==> config.mk <==
export PLATFORM = sky130hd
export DESIGN_NAME = butterfly_fabric
export DESIGN_NICKNAME = d
export VERILOG_FILES = /design/src/rtl/bfly_pkg.sv /design/src/rtl/bfly_node.sv /design/src/rtl/bfly_stage.sv /design/src/rtl/butterfly_fabric.sv
export SDC_FILE = /design/constraint.sdc
export NUM_CORES = 1
export LEC_CHECK = 0
export BUFFER_PORTS_ARGS = -buffer_cell sky130_fd_sc_hd__buf_2
export CORE_ASPECT_RATIO = 0.6
export CORE_MARGIN = 8
export CORE_UTILIZATION = 25
export DETAILED_ROUTE_END_ITERATION = 7
export GPL_TIMING_DRIVEN = 0
export PLACE_DENSITY_LB_ADDON = 0.08
export SLEW_MARGIN = 10
export SYNTH_ARGS = -nofsm -noshare
export SYNTH_HDL_FRONTEND = slang
export SYNTH_SLANG_ARGS = --single-unit
==> constraint.sdc <==
create_clock -name clk -period 2.2 [get_ports clk]
set_clock_uncertainty 0.05 [all_clocks]
set_input_delay 0.55 -clock clk [delete_from_list [all_inputs] [get_ports clk]]
set_output_delay 0.55 -clock clk [all_outputs]
set_load 0.1 [all_outputs]
==> src/rtl/bfly_pkg.sv <==
package bfly_pkg;

    localparam int unsigned DEF_ADDR_W = 3;
    localparam int unsigned DEF_DATA_W = 16;

    // Column of the lower member of node p when the pair differs in bit bp.
    function automatic int unsigned lo_col(input int unsigned p, input int unsigned bp);
        int unsigned low_mask;
        low_mask = (32'd1 << bp) - 32'd1;
        return ((p >> bp) << (bp + 1)) | (p & low_mask);
    endfunction

    // Packed packet width: valid, source, destination, data.
    function automatic int unsigned pkt_width(input int unsigned aw, input int unsigned dw);
        return dw + 2 * aw + 1;
    endfunction

endpackage

==> src/rtl/bfly_node.sv <==
module bfly_node #(
    parameter int unsigned ADDR_W = bfly_pkg::DEF_ADDR_W,
    parameter int unsigned DATA_W = bfly_pkg::DEF_DATA_W,
    parameter int unsigned BP     = 0
) (
    input  logic [bfly_pkg::pkt_width(ADDR_W, DATA_W)-1:0] lo_i,
    input  logic [bfly_pkg::pkt_width(ADDR_W, DATA_W)-1:0] hi_i,
    output logic [bfly_pkg::pkt_width(ADDR_W, DATA_W)-1:0] lo_o,
    output logic [bfly_pkg::pkt_width(ADDR_W, DATA_W)-1:0] hi_o,
    output logic                                           drop_o
);
    localparam int unsigned PW    = bfly_pkg::pkt_width(ADDR_W, DATA_W);
    localparam int unsigned V_POS = PW - 1;
    localparam int unsigned B_POS = DATA_W + BP;

    logic lo_v, hi_v, lo_b, hi_b;

    always_comb begin
        lo_v = lo_i[V_POS];
        hi_v = hi_i[V_POS];
        lo_b = lo_i[B_POS];
        hi_b = hi_i[B_POS];

        // Lower output: lower input has priority.
        if (lo_v && !lo_b)      lo_o = lo_i;
        else if (hi_v && !hi_b) lo_o = hi_i;
        else                    lo_o = '0;

        // Upper output: lower input has priority.
        if (lo_v && lo_b)       hi_o = lo_i;
        else if (hi_v && hi_b)  hi_o = hi_i;
        else                    hi_o = '0;

        drop_o = lo_v && hi_v && (lo_b == hi_b);
    end

endmodule

==> src/rtl/bfly_stage.sv <==
module bfly_stage #(
    parameter int unsigned ADDR_W = bfly_pkg::DEF_ADDR_W,
    parameter int unsigned DATA_W = bfly_pkg::DEF_DATA_W,
    parameter int unsigned STAGE  = 1
) (
    input  logic                                                         clk,
    input  logic                                                         rst_n,
    input  logic [(1<<ADDR_W)-1:0][bfly_pkg::pkt_width(ADDR_W, DATA_W)-1:0] i_pkt,
    input  logic [(1<<ADDR_W)-1:0]                                       i_blk,
    output logic [(1<<ADDR_W)-1:0][bfly_pkg::pkt_width(ADDR_W, DATA_W)-1:0] o_pkt,
    output logic [(1<<ADDR_W)-1:0]                                       o_blk
);
    localparam int unsigned N     = 1 << ADDR_W;
    localparam int unsigned HALF  = N / 2;
    localparam int unsigned PW    = bfly_pkg::pkt_width(ADDR_W, DATA_W);
    localparam int unsigned BP    = ADDR_W - STAGE;
    localparam int unsigned V_POS = PW - 1;
    localparam int unsigned S_POS = DATA_W + ADDR_W;

    typedef struct packed {
        logic [N-1:0][PW-1:0] pkt;
        logic [N-1:0]         blk;
    } stage_t;

    stage_t st_d, st_q;

    logic [HALF-1:0][PW-1:0] nlo, nhi;
    logic [HALF-1:0]         ndrop;
    logic [N-1:0]            iv, ov;

    genvar p;
    generate
        for (p = 0; p < HALF; p++) begin : g_node
            localparam int unsigned LO = bfly_pkg::lo_col(p, BP);
            localparam int unsigned HI = LO + (1 << BP);
            bfly_node #(.ADDR_W(ADDR_W), .DATA_W(DATA_W), .BP(BP)) u_node (
                .lo_i  (i_pkt[LO]),
                .hi_i  (i_pkt[HI]),
                .lo_o  (nlo[p]),
                .hi_o  (nhi[p]),
                .drop_o(ndrop[p])
            );
        end
    endgenerate

    always_comb begin
        st_d.pkt = '0;
        st_d.blk = i_blk;
        for (int unsigned q = 0; q < HALF; q++) begin
            int unsigned lc;
            int unsigned hc;
            logic [ADDR_W-1:0] lost_src;
            lc = bfly_pkg::lo_col(q, BP);
            hc = lc + (32'd1 << BP);
            st_d.pkt[lc] = nlo[q];
            st_d.pkt[hc] = nhi[q];
            lost_src = i_pkt[hc][S_POS +: ADDR_W];
            if (ndrop[q]) st_d.blk[lost_src] = 1'b1;
        end
    end

    always_ff @(posedge clk or negedge rst_n) begin
        if (!rst_n) st_q <= '0;
        else        st_q <= st_d;
    end

    assign o_pkt = st_q.pkt;
    assign o_blk = st_q.blk;

    always_comb begin
        for (int unsigned c = 0; c < N; c++) begin
            iv[c] = i_pkt[c][V_POS];
            ov[c] = st_q.pkt[c][V_POS];
        end
    end

    // Packets leaving this rank equal packets entering minus those dropped.
    p_conserve_r5: assert property (@(posedge clk) disable iff (!rst_n)
        rst_n |=> ($countones(ov) + $countones($past(ndrop)) == $countones($past(iv))));

    // Each drop adds exactly one new blocked source.
    p_blk_count_r6: assert property (@(posedge clk) disable iff (!rst_n)
        rst_n |=> ($countones(st_q.blk) == $countones($past(i_blk)) + $countones($past(ndrop))));

    genvar c;
    generate
        for (c = 0; c < N; c++) begin : g_chk
            localparam logic COLBIT = 1'((c >> BP) & 1);
            // A packet sits only in the column whose steering bit matches its address.
            p_route_bit_r4: assert property (@(posedge clk) disable iff (!rst_n)
                st_q.pkt[c][V_POS] |-> (st_q.pkt[c][DATA_W + BP] == COLBIT));
        end
    endgenerate

endmodule

==> src/rtl/butterfly_fabric.sv <==
module butterfly_fabric #(
    parameter int unsigned ADDR_W = bfly_pkg::DEF_ADDR_W,
    parameter int unsigned DATA_W = bfly_pkg::DEF_DATA_W
) (
    input  logic                           clk,
    input  logic                           rst_n,
    input  logic [(1<<ADDR_W)-1:0]         in_vld,
    input  logic [(1<<ADDR_W)*ADDR_W-1:0]  in_dst,
    input  logic [(1<<ADDR_W)*DATA_W-1:0]  in_data,
    output logic [(1<<ADDR_W)-1:0]         out_vld,
    output logic [(1<<ADDR_W)*DATA_W-1:0]  out_data,
    output logic [(1<<ADDR_W)-1:0]         out_blocked
);
    localparam int unsigned N     = 1 << ADDR_W;
    localparam int unsigned PW    = bfly_pkg::pkt_width(ADDR_W, DATA_W);
    localparam int unsigned V_POS = PW - 1;
    localparam int unsigned D_POS = DATA_W;
    localparam int unsigned S_POS = DATA_W + ADDR_W;

    logic [N-1:0][PW-1:0] rank_pkt [ADDR_W+1];
    logic [N-1:0]         rank_blk [ADDR_W+1];

    genvar c, s;
    generate
        for (c = 0; c < N; c++) begin : g_in
            assign rank_pkt[0][c] = {in_vld[c], ADDR_W'(c),
                                     in_dst[c*ADDR_W +: ADDR_W],
                                     in_data[c*DATA_W +: DATA_W]};
        end
    endgenerate
    assign rank_blk[0] = '0;

    generate
        for (s = 1; s <= ADDR_W; s++) begin : g_rank
            bfly_stage #(.ADDR_W(ADDR_W), .DATA_W(DATA_W), .STAGE(s)) u_stage (
                .clk  (clk),
                .rst_n(rst_n),
                .i_pkt(rank_pkt[s-1]),
                .i_blk(rank_blk[s-1]),
                .o_pkt(rank_pkt[s]),
                .o_blk(rank_blk[s])
            );
        end
    endgenerate

    generate
        for (c = 0; c < N; c++) begin : g_out
            assign out_vld[c]                = rank_pkt[ADDR_W][c][V_POS];
            assign out_data[c*DATA_W +: DATA_W] = rank_pkt[ADDR_W][c][DATA_W-1:0];

            // A delivered packet's address names its output column.
            p_dst_match_r3: assert property (@(posedge clk) disable iff (!rst_n)
                out_vld[c] |-> (rank_pkt[ADDR_W][c][D_POS +: ADDR_W] == ADDR_W'(c)));

            // A source is never both delivered and blocked in the same wave.
            p_excl_r6: assert property (@(posedge clk) disable iff (!rst_n)
                out_vld[c] |-> !out_blocked[rank_pkt[ADDR_W][c][S_POS +: ADDR_W]]);
        end
    endgenerate

    assign out_blocked = rank_blk[ADDR_W];

endmodule

==> results.yml <==
outcome:
  run_status: "finished clean"
die:
  fp.dieArea_um2: 79700
  num_io_pins: 306
  die_width_um: 359
  core.rowCount: 75
  fp.coreArea_um2: 69900
  floorplan.initialDensity_pct: 25.3
  die_y_um: 222
timing:
  timing.final.crit_share_pct: 96.5
  grt_setup_unrepaired: "false"
  post-route-worst-setup-slack_ns: 0.0772
  max_freq_ghz: 0.471
  final_setup_violation_count: 0
  fin_setup_tns_ns: 0
  relSlewSlack_pct: 47.3
  finalHoldViolCount: 0
  slew_of_the_pin_with_the_lowest_slew_margin_ns: 0.790
  timing_max_transition_violations_final: 0
  finalCriticalPeriod_ns: 2.12
placed_design:
  hpwl_after_detailed_placement_um: 51600
  place_inst: 2415
  worst_slack_placed_ns: -0.0667
  placement.cell_area_um2: 20500
  numPortBuffers: 305
  global_placement_routability_congestion: 0.844
pwr:
  p_sw_share_pct: 27.8
  cell_internal_pwr_w: 0.0151
  seq_power_share_pct: 45.7
  comb_power_share_pct: 12.7
  peakVddDrop_mv: 0.487
  total_leakage_power_nw: 11.2
  share_clk_of_total_power_pct: 41.5
  p_sw_w: 0.00581
  power_per_cell_area_nw_per_um2: 940
critical_path:
  worstSetupEndpoint: "out_blocked[6]"
  timing.reg2reg.setup_slack_ns: 0.54
  critPathArrivalTime_ns: 1.52
  largest_fanout_on_the_critical_path: 1
  path_buf_inv: 1
  crit_start: "g_rank[3].u_stage.o_blk[6]"
  timing.critical_path.depth: 1
  timing.rr.start: "g_rank[1].u_stage.o_pkt[40]"
  crit_slowest_cell: "buf_2"
  path_cells: "buf_2"
  critical-path-top-delay-family: "buffers and inverters"
  critical_path.max_stage_delay_ns: 0.48
  endpoint_kind: "output port"
  r2r-end: "g_rank[2].u_stage.o_pkt[73]"
  setup.worst_path.class: "flop to output port"
  worst_reg_to_reg_path_cell_count: 3
  cp-start-kind: "flop"
  required_ns: 1.60
drt:
  drc: 0
  via_count: 12100
  routed_wirelength_um: 65100
  antenna_violation_net_count_after_detailed_routing: 0
  drt_iter0_drc: 742
  drt-pass1-iter-count: 5
  vias_per_cell: 4.80
  detail_route.wl_per_cell_um: 25.9
clock_network:
  worstSkewPairLatency_ns: 0.59
  tritoncts.num_buffers: 50
  post-cts-setup-buffers: 0
  cts_max_level: 2
  cts_root_buf: "clkbuf_16"
  cts_tree: "done"
  number_of_buffers_on_the_longest_clock_path: 3
  cts_num_sinks: 476
  clk_pin_slew_ns: 0.06
cells_and_area:
  layout.cells.non_filler: 2514
  final_area_um2: 22200
  syn2layout_area_growth_pct: 25.9
  finish.utilization_pct: 31.8
  drive_above_1_share_pct: 31.5
  design.final.nets: 1707
  fillCellCount: 7037
  multi_input_area_um2: 5190
  ff_latch_area_um2: 11900
synthesis:
  synth_edf_count: 0
  yosysMostFrequentCell: "dfrtp_1"
  synth.top_cell.area_share_pct: 67.4
  syn-mean-instance-area_um2: 15.0
  synth.yosys.warnings: 0
  syn-cell-area_um2: 17700
  ys_types: 34
  synth_sequential_area_ratio_pct: 67.4
  post_synth_inst_count: 1181
  synth_area_leader_cell: "dfrtp_1"
  ys_dominant_reg_cell: "dfrtp_1"
  syn_nets: 1343
  synth-seq-cells: 476
  synth_top_cells_by_count: "476 x dfrtp_1, 416 x a22o_1, 41 x nand2b_1"
  async_flop_share_pct: 100
  synth.top_cells.by_area: "dfrtp_1 67%, a22o_1 21%, nand2b_1 1.5%"
global_routing:
  grt_first_pass_wirelength_um: 93700
  maximum_number_of_pins_on_one_net_before_global_route_repair: 108
  antenna_found_initial: 23
  grt_overflow_total: 0
  grtUsageTotal_pct: 16.0
  number_of_global_route_vias_before_repair: 13000
worst_hold_path:
  class_of_the_tightest_hold_or_removal_check: "input pin to flop"
  startpoint_of_the_worst_hold_path: "in_data[67]"
run:
  maxCapViolCount: 0
final cells by class:
class / count / share of cell area (%)
Tap cell: 924 / 5.20
Timing Repair Buffer: 312 / 7.70
Buffer: 77 / 2.46
Sequential cell: 476 / 53.6
Clock inverter: 10 / 0.450
Clock buffer: 80 / 7.14
Antenna cell: 7 / 0.0788
Multi-Input combinational cell: 623 / 23.3
Inverter: 5 / 0.0844
per-layer routing:
layer  vias to the layer above  track usage (%)  wire length [µm]
met5                         -                0               119
li1                       5229                -                 -
met1                      6331             23.0             31300
met3                       107             3.76              3850
met2                       371             23.9             28200
met4                        20             4.33              1670
worst min-delay path by stage:
stage / depth (start not counted) / slack, ns / end
finish: 2 / 0.13 / g_rank[1].u_stage.o_pkt[95]
global route: 2 / 0.12 / g_rank[1].u_stage.o_pkt[165]
CTS: 2 / 0.08 / g_rank[1].u_stage.o_pkt[95]
detailed placement: 1 / 0.37 / g_rank[2].u_stage.o_blk[5]
global placement: 1 / 0.39 / g_rank[2].u_stage.o_blk[5]
floorplan: 0 / 0.20 / g_rank[1].u_stage.o_blk[4]
sequential cells by signal, indices dropped and copies added (netlist names):
signal                count
g_rank.u_stage.o_blk     20
g_rank.u_stage.o_pkt    456
cell families after synthesis:
| logic type | Yosys count | share of synthesized area (%) |
|---|---|---|
| AOI/OAI and AO/OA | 431 | 21.3 |
| xor gates and xnor gates | 12 | 0.808 |
| buffers and inverters | 82 | 3.20 |
| DFF | 476 | 67.4 |
| other | 1 | 0.0212 |
| and+or+nand+nor | 179 | 7.27 |
placed cells by master (no fill, tap or decap), drive strengths merged:
master / n
dfrtp: 476
a22o: 416
buf: 385
clkbuf: 83
nand2b: 42
nor2: 29
nand3: 24
nor2b: 20
and2: 19
nand4: 16
nand2: 13
xnor2: 12
and3: 8
clkinv: 8
diode: 7
a31oi: 5
a41oi: 5
inv: 5
and3b: 4
nand4b: 3
bufinv: 2
o221ai: 1
o2111ai: 1
o22ai: 1
o32ai: 1
or4b: 1
o21ai: 1
conb: 1
dlygate4sd3: 1
power groups by stage:
stage	clock network [W]	logic [W]	registers [W]
after floorplan	0	0.000910	0.0103
after global placement	0	0.00263	0.00973
after detailed placement	0	0.00268	0.00973
after CTS	0.00904	0.00269	0.00957
after global routing	0.00938	0.00283	0.00961
final	0.00868	0.00266	0.00956
timing repair:
action | CTS | global route
resized for setup | 0 | 0
hold buffers | 2 | 0
endpoints found under the hold margin | 53 | 0
metrics by stage:
step / power (W) / hold WS [ns]
global route: 0.0218 / 0.116
finish: 0.0209 / 0.134
CTS: 0.0213 / 0.0836
global placement: 0.0124 / 0.386
detailed placement: 0.0124 / 0.370
floorplan: 0.0112 / 0.204
(Power assumes the default switching activity.)
